### src/rtl/i2c_slv_pkg.sv
package i2c_slv_pkg;
  typedef enum logic [2:0] {
    ST_IDLE, ST_ADDR, ST_AACK, ST_LOAD, ST_TX, ST_DACK, ST_WAIT, ST_ERR
  } slv_state_e;

  localparam logic [7:0] SC_SLA_R    = 8'hA8;
  localparam logic [7:0] SC_TX_ACK   = 8'hB8;
  localparam logic [7:0] SC_TX_NACK  = 8'hC0;
  localparam logic [7:0] SC_LAST_ACK = 8'hC8;
  localparam logic [7:0] SC_BUS_ERR  = 8'h00;
  localparam logic [7:0] SC_NONE     = 8'hF8;
endpackage

### src/rtl/i2c_slv_cond.sv
module i2c_slv_cond #(
  parameter int SYNC_STAGES = 2
) (
  input  logic clk_i,
  input  logic rst_ni,
  input  logic scl_i,
  input  logic sda_i,
  output logic sda_s_o,
  output logic scl_rise_o,
  output logic scl_fall_o,
  output logic start_o,
  output logic stop_o
);
  localparam int LAST = SYNC_STAGES - 1;

  logic [LAST:0] scl_sync, sda_sync;
  logic scl_d, sda_d, scl_s, sda_s;

  // idle-high reset avoids phantom edges after reset
  always_ff @(posedge clk_i or negedge rst_ni) begin
    if (!rst_ni) begin
      scl_sync <= '1;
      sda_sync <= '1;
      scl_d    <= 1'b1;
      sda_d    <= 1'b1;
    end else begin
      scl_sync <= {scl_sync[LAST-1:0], scl_i};
      sda_sync <= {sda_sync[LAST-1:0], sda_i};
      scl_d    <= scl_s;
      sda_d    <= sda_s;
    end
  end

  assign scl_s      = scl_sync[LAST];
  assign sda_s      = sda_sync[LAST];
  assign sda_s_o    = sda_s;
  assign scl_rise_o = scl_s & ~scl_d;
  assign scl_fall_o = ~scl_s & scl_d;
  assign start_o    = scl_s & scl_d & sda_d & ~sda_s;
  assign stop_o     = scl_s & scl_d & ~sda_d & sda_s;
endmodule

### src/rtl/i2c_slv_core.sv
module i2c_slv_core
  import i2c_slv_pkg::*;
#(
  parameter int ADDR_W = 7,
  parameter int DATA_W = 8
) (
  input  logic              clk_i,
  input  logic              rst_ni,
  input  logic              sda_s_i,
  input  logic              scl_rise_i,
  input  logic              scl_fall_i,
  input  logic              start_i,
  input  logic              stop_i,
  input  logic [ADDR_W-1:0] own_addr_i,
  input  logic              ack_en_i,
  input  logic [DATA_W-1:0] tx_data_i,
  input  logic              flag_clr_i,
  input  logic              stop_set_i,
  output logic              scl_low_o,
  output logic              sda_low_o,
  output logic              irq_o,
  output logic [7:0]        status_o,
  output logic              stop_o
);
  localparam int CNT_W = $clog2(DATA_W + 1);
  localparam logic [CNT_W-1:0] CNT_FULL = CNT_W'(DATA_W);
  localparam logic [CNT_W-1:0] CNT_LAST = CNT_W'(DATA_W - 1);

  slv_state_e        state_q, state_d;
  logic [CNT_W-1:0]  cnt_q, cnt_d;
  logic [DATA_W-1:0] sh_q, sh_d;
  logic              last_q, last_d;
  logic              mack_q, mack_d;
  logic              sda_oe_q, sda_oe_d;
  logic              irq_q, status_set, flag_clr_ok;
  logic [7:0]        status_q, code;
  logic              stop_q, recover;
  logic              err_cond, addr_hit;

  assign addr_hit = (sh_q[DATA_W-1:DATA_W-ADDR_W] == own_addr_i) && sh_q[0] && ack_en_i;

  assign err_cond = (start_i | stop_i) &&
                    ((state_q == ST_ADDR && cnt_q != '0) || state_q == ST_AACK ||
                     state_q == ST_TX || state_q == ST_DACK);

  always_comb begin
    state_d     = state_q;
    cnt_d       = cnt_q;
    sh_d        = sh_q;
    last_d      = last_q;
    mack_d      = mack_q;
    sda_oe_d    = sda_oe_q;
    status_set  = 1'b0;
    code        = SC_NONE;
    flag_clr_ok = 1'b0;
    recover     = 1'b0;
    if (err_cond) begin
      state_d    = ST_ERR;
      sda_oe_d   = 1'b0;
      status_set = 1'b1;
      code       = SC_BUS_ERR;
    end else begin
      unique case (state_q)
        ST_IDLE: begin
          sda_oe_d = 1'b0;
          if (start_i) begin
            state_d = ST_ADDR;
            cnt_d   = '0;
          end
        end
        ST_ADDR: begin
          if (start_i) begin
            cnt_d = '0;
          end else if (stop_i) begin
            state_d = ST_IDLE;
          end else if (scl_rise_i && cnt_q < CNT_FULL) begin
            sh_d  = {sh_q[DATA_W-2:0], sda_s_i};
            cnt_d = cnt_q + 1'b1;
          end else if (scl_fall_i && cnt_q == CNT_FULL) begin
            if (addr_hit) begin
              state_d  = ST_AACK;
              sda_oe_d = 1'b1;
            end else begin
              state_d  = ST_IDLE;
              sda_oe_d = 1'b0;
            end
          end
        end
        ST_AACK: begin
          if (scl_fall_i) begin
            sda_oe_d   = 1'b0;
            status_set = 1'b1;
            code       = SC_SLA_R;
            state_d    = ST_WAIT;
          end
        end
        ST_WAIT: begin
          if (flag_clr_i) begin
            flag_clr_ok = 1'b1;
            if (status_q == SC_SLA_R || status_q == SC_TX_ACK) begin
              state_d  = ST_LOAD;
              sh_d     = tx_data_i;
              last_d   = ~ack_en_i;
              sda_oe_d = ~tx_data_i[DATA_W-1];
              cnt_d    = '0;
            end else begin
              state_d  = ST_IDLE;
              sda_oe_d = 1'b0;
            end
          end
        end
        ST_LOAD: state_d = ST_TX;  // SDA settles one cycle before SCL is released
        ST_TX: begin
          if (scl_fall_i) begin
            if (cnt_q == CNT_LAST) begin
              state_d  = ST_DACK;
              sda_oe_d = 1'b0;
              cnt_d    = '0;
            end else begin
              sh_d     = {sh_q[DATA_W-2:0], 1'b0};
              sda_oe_d = ~sh_q[DATA_W-2];
              cnt_d    = cnt_q + 1'b1;
            end
          end
        end
        ST_DACK: begin
          if (scl_rise_i) mack_d = ~sda_s_i;
          if (scl_fall_i) begin
            status_set = 1'b1;
            code       = !mack_q ? SC_TX_NACK : (last_q ? SC_LAST_ACK : SC_TX_ACK);
            state_d    = ST_WAIT;
          end
        end
        ST_ERR: begin
          if (flag_clr_i && stop_q) begin
            flag_clr_ok = 1'b1;
            recover     = 1'b1;
            state_d     = ST_IDLE;
            sda_oe_d    = 1'b0;
          end
        end
        default: state_d = ST_IDLE;
      endcase
    end
  end

  always_ff @(posedge clk_i or negedge rst_ni) begin
    if (!rst_ni) begin
      state_q  <= ST_IDLE;
      cnt_q    <= '0;
      sh_q     <= '0;
      last_q   <= 1'b0;
      mack_q   <= 1'b0;
      sda_oe_q <= 1'b0;
    end else begin
      state_q  <= state_d;
      cnt_q    <= cnt_d;
      sh_q     <= sh_d;
      last_q   <= last_d;
      mack_q   <= mack_d;
      sda_oe_q <= sda_oe_d;
    end
  end

  always_ff @(posedge clk_i or negedge rst_ni) begin
    if (!rst_ni)          irq_q <= 1'b0;
    else if (status_set)  irq_q <= 1'b1;
    else if (flag_clr_ok) irq_q <= 1'b0;
  end

  always_ff @(posedge clk_i or negedge rst_ni) begin
    if (!rst_ni)          status_q <= SC_NONE;
    else if (status_set)  status_q <= code;
    else if (flag_clr_ok) status_q <= SC_NONE;
  end

  always_ff @(posedge clk_i or negedge rst_ni) begin
    if (!rst_ni)         stop_q <= 1'b0;
    else if (recover)    stop_q <= 1'b0;
    else if (stop_set_i) stop_q <= 1'b1;
  end

  assign scl_low_o = irq_q | (state_q == ST_LOAD);
  assign sda_low_o = sda_oe_q;
  assign irq_o     = irq_q;
  assign status_o  = status_q;
  assign stop_o    = stop_q;

  a_r7_idle_code: assert property (@(posedge clk_i) disable iff (!rst_ni)
    !irq_q |-> status_q == SC_NONE);
  a_r2_sla_flag: assert property (@(posedge clk_i) disable iff (!rst_ni)
    (state_q == ST_AACK && scl_fall_i && !start_i && !stop_i) |=> (irq_q && status_q == SC_SLA_R));
  a_r8_err_flag: assert property (@(posedge clk_i) disable iff (!rst_ni)
    state_q == ST_ERR |-> (irq_q && status_q == SC_BUS_ERR));
  a_r9_clr_blocked: assert property (@(posedge clk_i) disable iff (!rst_ni)
    (state_q == ST_ERR && flag_clr_i && !stop_q) |=> (state_q == ST_ERR && irq_q));
  a_r10_recover: assert property (@(posedge clk_i) disable iff (!rst_ni)
    (state_q == ST_ERR && flag_clr_i && stop_q) |=>
      (!irq_q && !stop_q && !sda_oe_q && state_q == ST_IDLE));
  a_r6_idle_release: assert property (@(posedge clk_i) disable iff (!rst_ni)
    state_q == ST_IDLE |-> !sda_oe_q);
endmodule

### src/rtl/i2c_slv_tx.sv
module i2c_slv_tx #(
  parameter int ADDR_W      = 7,
  parameter int DATA_W      = 8,
  parameter int SYNC_STAGES = 2
) (
  input  logic              clk_i,
  input  logic              rst_ni,
  input  logic              scl_i,
  input  logic              sda_i,
  output logic              scl_low_o,
  output logic              sda_low_o,
  input  logic [ADDR_W-1:0] own_addr_i,
  input  logic              ack_en_i,
  input  logic [DATA_W-1:0] tx_data_i,
  input  logic              flag_clr_i,
  input  logic              stop_set_i,
  output logic              irq_o,
  output logic [7:0]        status_o,
  output logic              stop_o
);
  logic sda_s, scl_rise, scl_fall, start_det, stop_det;

  i2c_slv_cond #(.SYNC_STAGES(SYNC_STAGES)) u_cond (
    .clk_i      (clk_i),
    .rst_ni     (rst_ni),
    .scl_i      (scl_i),
    .sda_i      (sda_i),
    .sda_s_o    (sda_s),
    .scl_rise_o (scl_rise),
    .scl_fall_o (scl_fall),
    .start_o    (start_det),
    .stop_o     (stop_det)
  );

  i2c_slv_core #(.ADDR_W(ADDR_W), .DATA_W(DATA_W)) u_core (
    .clk_i      (clk_i),
    .rst_ni     (rst_ni),
    .sda_s_i    (sda_s),
    .scl_rise_i (scl_rise),
    .scl_fall_i (scl_fall),
    .start_i    (start_det),
    .stop_i     (stop_det),
    .own_addr_i (own_addr_i),
    .ack_en_i   (ack_en_i),
    .tx_data_i  (tx_data_i),
    .flag_clr_i (flag_clr_i),
    .stop_set_i (stop_set_i),
    .scl_low_o  (scl_low_o),
    .sda_low_o  (sda_low_o),
    .irq_o      (irq_o),
    .status_o   (status_o),
    .stop_o     (stop_o)
  );
endmodule

### config.mk
export PLATFORM = sky130hd
export DESIGN_NAME = i2c_slv_tx
export DESIGN_NICKNAME = d
export VERILOG_FILES = /design/src/rtl/i2c_slv_pkg.sv /design/src/rtl/i2c_slv_cond.sv /design/src/rtl/i2c_slv_core.sv /design/src/rtl/i2c_slv_tx.sv
export SDC_FILE = /design/constraint.sdc
export NUM_CORES = 1
export LEC_CHECK = 0
export ABC_AREA = 1
export BUFFER_PORTS_ARGS = -buffer_cell sky130_fd_sc_hd__buf_2
export CELL_PAD_IN_SITES_DETAIL_PLACEMENT = 1
export CELL_PAD_IN_SITES_GLOBAL_PLACEMENT = 2
export CORE_ASPECT_RATIO = 0.6
export CORE_UTILIZATION = 31
export CTS_BUF_LIST = sky130_fd_sc_hd__clkbuf_4 sky130_fd_sc_hd__clkbuf_8 sky130_fd_sc_hd__clkbuf_16
export DETAILED_ROUTE_END_ITERATION = 12
export MAX_ROUTING_LAYER = met4
export PLACE_DENSITY = 0.78
export SLEW_MARGIN = 5
export SYNTH_ARGS = -nofsm -noshare
export SYNTH_HDL_FRONTEND = slang
export SYNTH_SLANG_ARGS = --single-unit
### constraint.sdc
create_clock -name clk_i -period 2 [get_ports clk_i]
set_clock_uncertainty 0.2 [all_clocks]
set_input_delay 0.3 -clock clk_i [delete_from_list [all_inputs] [get_ports clk_i]]
set_output_delay 0.3 -clock clk_i [all_outputs]
set_load 0.005 [all_outputs]
# == Yosys cells after proc, flatten, opt, wreduce, memory -nomap -nowiden ==
# Cells that the tools add are included.
# word_totals
regBits,34
# classes
add_sub_neg,1
order_cmp,1
n_eq_ne,35
muxes,65
bitwise,17
n_reduce_logical,25
# op_table
op,count
$mux 8,12
$mux 3,11
$mux 4,8
$reduce_and 9->1,3
$mux 1,24
$pmux 8 s3,1
$pmux 3 s7,1
$ne 3x2->1 const B,6
$eq 8x8->1 const B,2
$pmux 4 s4,1
$pmux 8 s2,1
$ne 3x1->1 const B,5
$mux 7,2
$eq 3x3->1 const B,4
$ne 2x2->1 const B,5
$ne 4x2->1 const B,2
$not 1->1,8
$reduce_and 8->1,1
$reduce_bool 4->1,2
$and 1x1->1,7
$eq 7x7->1,1
$logic_and 1x1->1,7
$reduce_bool 7->1,1
$eq 3x2->1 const B,2
other kinds (18),27

# == Depth between registers and ports, before layout ==
# depth
ltp_word,10
mapped_depth,12
depth_no_buf,12

# == Cells and area by module ==
# Synthesis repeated with hierarchy kept, for this count alone.
# unflattened
hier_cells,303
area_unflattened_um2,2058.2
# modules_own_cells
mod,n_inst,cells_each,area_each_um2,seq_area_each_um2
i2c_slv_core,1,286,1859.3,631.9
i2c_slv_cond,1,17,198.9,157.7

# == Worst setup path after synthesis ==
# No wires, ideal clock.
# synth_path
path_kind,register to register
from,reg u_cond.scl_sync[1]
to,"reg u_core.sda_oe_q, in the netlist u_core.sda_low_o"
arrival_ns,1.374
required_ns,1.687
setup_slack_ns,0.313
path_stages_with_launch,11
n_path_buf,1
path_cell_list,dfstp_2 > nand2_1 > inv_1 > nand3_1 > a21oi_1 > nand2_1 > buf_2 > nand2_1 > o21ai_0 > nand2_1 > inv_1
# synth_via
elab_chain_cells,7
elab_cells_between_ends,23
cone_classes,8 x eq/ne; 1 x mux; 9 x bitwise; 5 x reduce/logical
# synth_lines
element,line_no,text
"start, declared",i2c_slv_cond.sv:16,"logic [LAST:0] scl_sync, sda_sync;"
"start signal, assigned",i2c_slv_cond.sv:27,"scl_sync <= {scl_sync[LAST-1:0], scl_i};"
$and 1x1->1,"i2c_slv_cond.sv:39, i2c_slv_cond.sv:40",
"$and 1x1->1, on equally long branches (2 in series)","i2c_slv_cond.sv:39, i2c_slv_cond.sv:40",
$or 1x1->1,i2c_slv_core.sv:42,assign err_cond = (start_i | stop_i) &&
$logic_and 1x1->1,i2c_slv_core.sv:42,
$reduce_bool 7->1 (no source line) (tied with other cells),n/a,
$reduce_and 9->1 (no source line),n/a,
"end signal, assigned",i2c_slv_core.sv:161,sda_oe_q <= sda_oe_d;
"end, declared",i2c_slv_core.sv:34,"logic sda_oe_q, sda_oe_d;"
# Parallel ways exist; a longest one is shown, timed or not.
# A chain may end at the register's enable or synchronous reset.

# == Final worst setup path ==
# layout_path
from,reg u_cond.scl_sync[1]
to,reg u_core.state_q[1]
# layout_via
elab_chain_cells,7
elab_cells_between_ends,26
cone_classes,9 x eq/ne; 4 x mux; 9 x bitwise; 4 x reduce/logical
# layout_lines
element,line_no,text
$and 1x1->1,"i2c_slv_cond.sv:39, i2c_slv_cond.sv:40",
"$and 1x1->1, on equally long branches (2 in series)","i2c_slv_cond.sv:39, i2c_slv_cond.sv:40",
$or 1x1->1 or $mux 3 (tied branches),"i2c_slv_core.sv:42, i2c_slv_core.sv:74",
$logic_and 1x1->1 or $mux 3 (tied branches),"i2c_slv_core.sv:42, i2c_slv_core.sv:72",
$ne 4x2->1 (no source line) (tied with other cells),n/a,
$reduce_and 9->1 (no source line) or $mux 3 (tied branches),n/a,
"end signal, assigned",i2c_slv_core.sv:156,state_q <= state_d;
"end, declared",i2c_slv_core.sv:29,"slv_state_e state_q, state_d;"
# Parallel ways exist; a longest one is shown, timed or not. The select of a mux whose other input is x is not followed.

==> reports/metrics.cfg <==
[setup_path]
critPathKind = register to register
arrival_ps = 1880
cp-end-kind = register
startpoint_type = register
crit_fanout = 5
cp_data_required_time_ps = 2020

[flow_run]
drv_cap = 0

[logic_synthesis]
synth.yosys.warnings = 0
synth_top_family_by_area = simple AND/OR/NAND/NOR gates
ys_ff_latch = 31
syn_inst = 292
yosysSeqAreaShare_pct = 38.9
synth_area_um2 = 2030
yosysTopAreaCellShare_pct = 24.6
synthTopCellsByArea = dfrtp_1 25%, nand2_1 17%, dfstp_2 14%, inv_1 7.8%, nand3_1 5.9%
synth_fa_ha_area_share_pct = 1.23
synthXorXnorAreaFrac_pct = 0.431
synthMuxAreaShare_pct = 0.493
synthArstFlopShare_pct = 100
synth_top_cell_by_area = dfrtp_1
yosys.cell_types.count = 31
synthSimpleGateAreaFrac_pct = 36.2
syn-mean-instance-area_um2 = 6.96
synth_edf_count = 0
synth_top_flop_cell = dfrtp_1
synth_compound_area_share_pct = 11.1

[drt]
vias_per_cell = 4.53
drc_errors = 0
wl_per_cell_um = 13.5
drtAntennaViolNets = 0
drt-total-wl_um = 5680
via_count = 1906
dr.pass1.iters = 4
dr.first_iter.drc_count = 79

[grt]
grt_usage_pct = 19.1
grt_first_pass_wirelength_um = 9600
grt_pass1_vias = 1874
antenna_found_initial = 0
grt_max_degree = 32
overflow = 0

[floorplanning]
fp-row-count = 22
dieArea_um2 = 6890
io_pins = 34
core_area_um2 = 6220
die_w_um = 107
die_y_um = 64.7
start_util_pct = 32.7

[clocking]
cts_sinks = 31
cts_made_buffers = 5
htreeDepth = 2
cts_root_buffer = clkbuf_8
clkLatencyLatePin_ps = 280
cts_tree = yes
clk_pin_slew_worst_paths_ps = 70
clockBufferDepth = 2

[cells_and_area]
final_core_util_pct = 39.8
final_common_cell = nand2_1
syn2layout_area_growth_pct = 21.8
drive_gt1_share_pct = 28.5
final_cell_mix = 89 x nand2_1, 42 x inv_1, 30 x buf_2
antenna_cells = 0
nNetsFinal = 360
fin_area_um2 = 2470

[timing]
worstMarginPinSlew_ps = 706
min_period_ps = 1860
finalSetupViolations = 0
setup_slack_ps = 138
hold_violations = 0
fin_crit_sh_pct = 93.1
slew_headroom_pct = 52.9
finalMaxSlewViolations = 0
max_freq_mhz = 537
setup_tns_ps = 0

[place]
port_buffers = 30
dp_hpwl_um = 4620
dpl_worst_slack_ps = -62.6
gp_congestion = 0.949
place_area_um2 = 2290

[power]
power.density_nw_per_um2 = 1430
static-leakage-power_nw = 1.32
ir_worst_vdd_v = 0.000514
finalPower_w = 0.00353

[worst_hold_path]
hold_path.class = input pin to register

[status]
status = completed

[flip-flops by register name (all words and copies together), names as in the netlist, 2 cells and up]
name,count
u_core.state_q,3
u_core.status_o,5
u_cond.sda_sync,2
u_core.cnt_q,4
u_core.sh_q,8
u_cond.scl_sync,2
[critical path, cell delays in order (launching register included)]
cell	delay, ps
dfstp_2	570
nand2_1	70
inv_1	100
nand3_2	140
nand2_1	120
nand2_1	90
nor2_2	150
nand2_2	110
nor2_1	110
nand2_1	80
nand2_1	70
[stage by stage]
stage	hold WS (ps)	cells
2_1_floorplan	-196	294
3_3_place_gp	147	408
3_5_place_dp	148	408
4_1_cts	29.9	419
5_1_grt	42.3	421
6_report	36.8	421
[path summary, 6_finish.rpt]
check	startpoint	endpoint	slack, ps	cells after the start
max reg2reg	u_cond.scl_sync[1]	u_core.state_q[1]	140	10
max in group asynchronous	rst_ni	u_core.state_q[0]	690	2
min	ack_en_i	u_core.last_q	40	2
max	u_cond.scl_sync[1]	u_core.state_q[1]	140	10
min in group asynchronous	rst_ni	u_core.sh_q[5]	400	2
min reg2reg	u_cond.sda_sync[0]	u_cond.sda_sync[1]	160	0
[Yosys cell counts (4+ instances only)]
master,number
nand2_2,4
nand3_2,4
nand2_1,92
o21ai_2,7
a21oi_1,5
nor2_1,27
nor2_2,7
nand3_1,24
inv_1,42
dfstp_2,11
o21ai_0,18
dfrtp_1,20
[cell type report]
class                   instances  area [µm²]
multi-input cells             210        1050
flip-flops and latches         31         792
inverters                      45         169
fillers                       824        3750
clock buffers                   8        91.3
repair buffers                 43         268
well taps                      84         105
[what timing repair did]
item | CTS | global route
gates resized for setup | 1 | 11
pin swaps | 0 | 3
cloned | 0 | 0
hold endpoints to repair | 22 | 0
setup buffers | 0 | 2
hold buffers | 3 | 0
endpoints found under the setup margin | 7 | 20
[cells by family (layout without fill, tap and decap cells)]
logic type      after synthesis  after routing
xor+xnor                      1              1
mux                           1              1
simple gates                165            165
fa+ha+maj                     2              2
compound gates               38             38
buf+inv                      53             96
flops                        31             31
other cells                   1              3
[per-layer routing]
| metal | share of wire [%] | track usage (%) |
|---|---|---|
| met1 | 57 | 30.0 |
| met2 | 36 | 23.6 |
| met3 | 6.9 | 5.43 |
| met4 | 0.58 | 2.57 |
| met5 | 0 | - |
[report_power, final]
| group | leakage [nW] | switching, W | internal (W) | total [W] |
|---|---|---|---|---|
| combinational | 0.903 | 0.00122 | 0.000706 | 0.00192 |
| clock | 0.0498 | 0.000238 | 0.000288 | 0.000526 |
| sequential | 0.366 | 0.000201 | 0.000882 | 0.00108 |
Power figures use the tool's default switching activity.
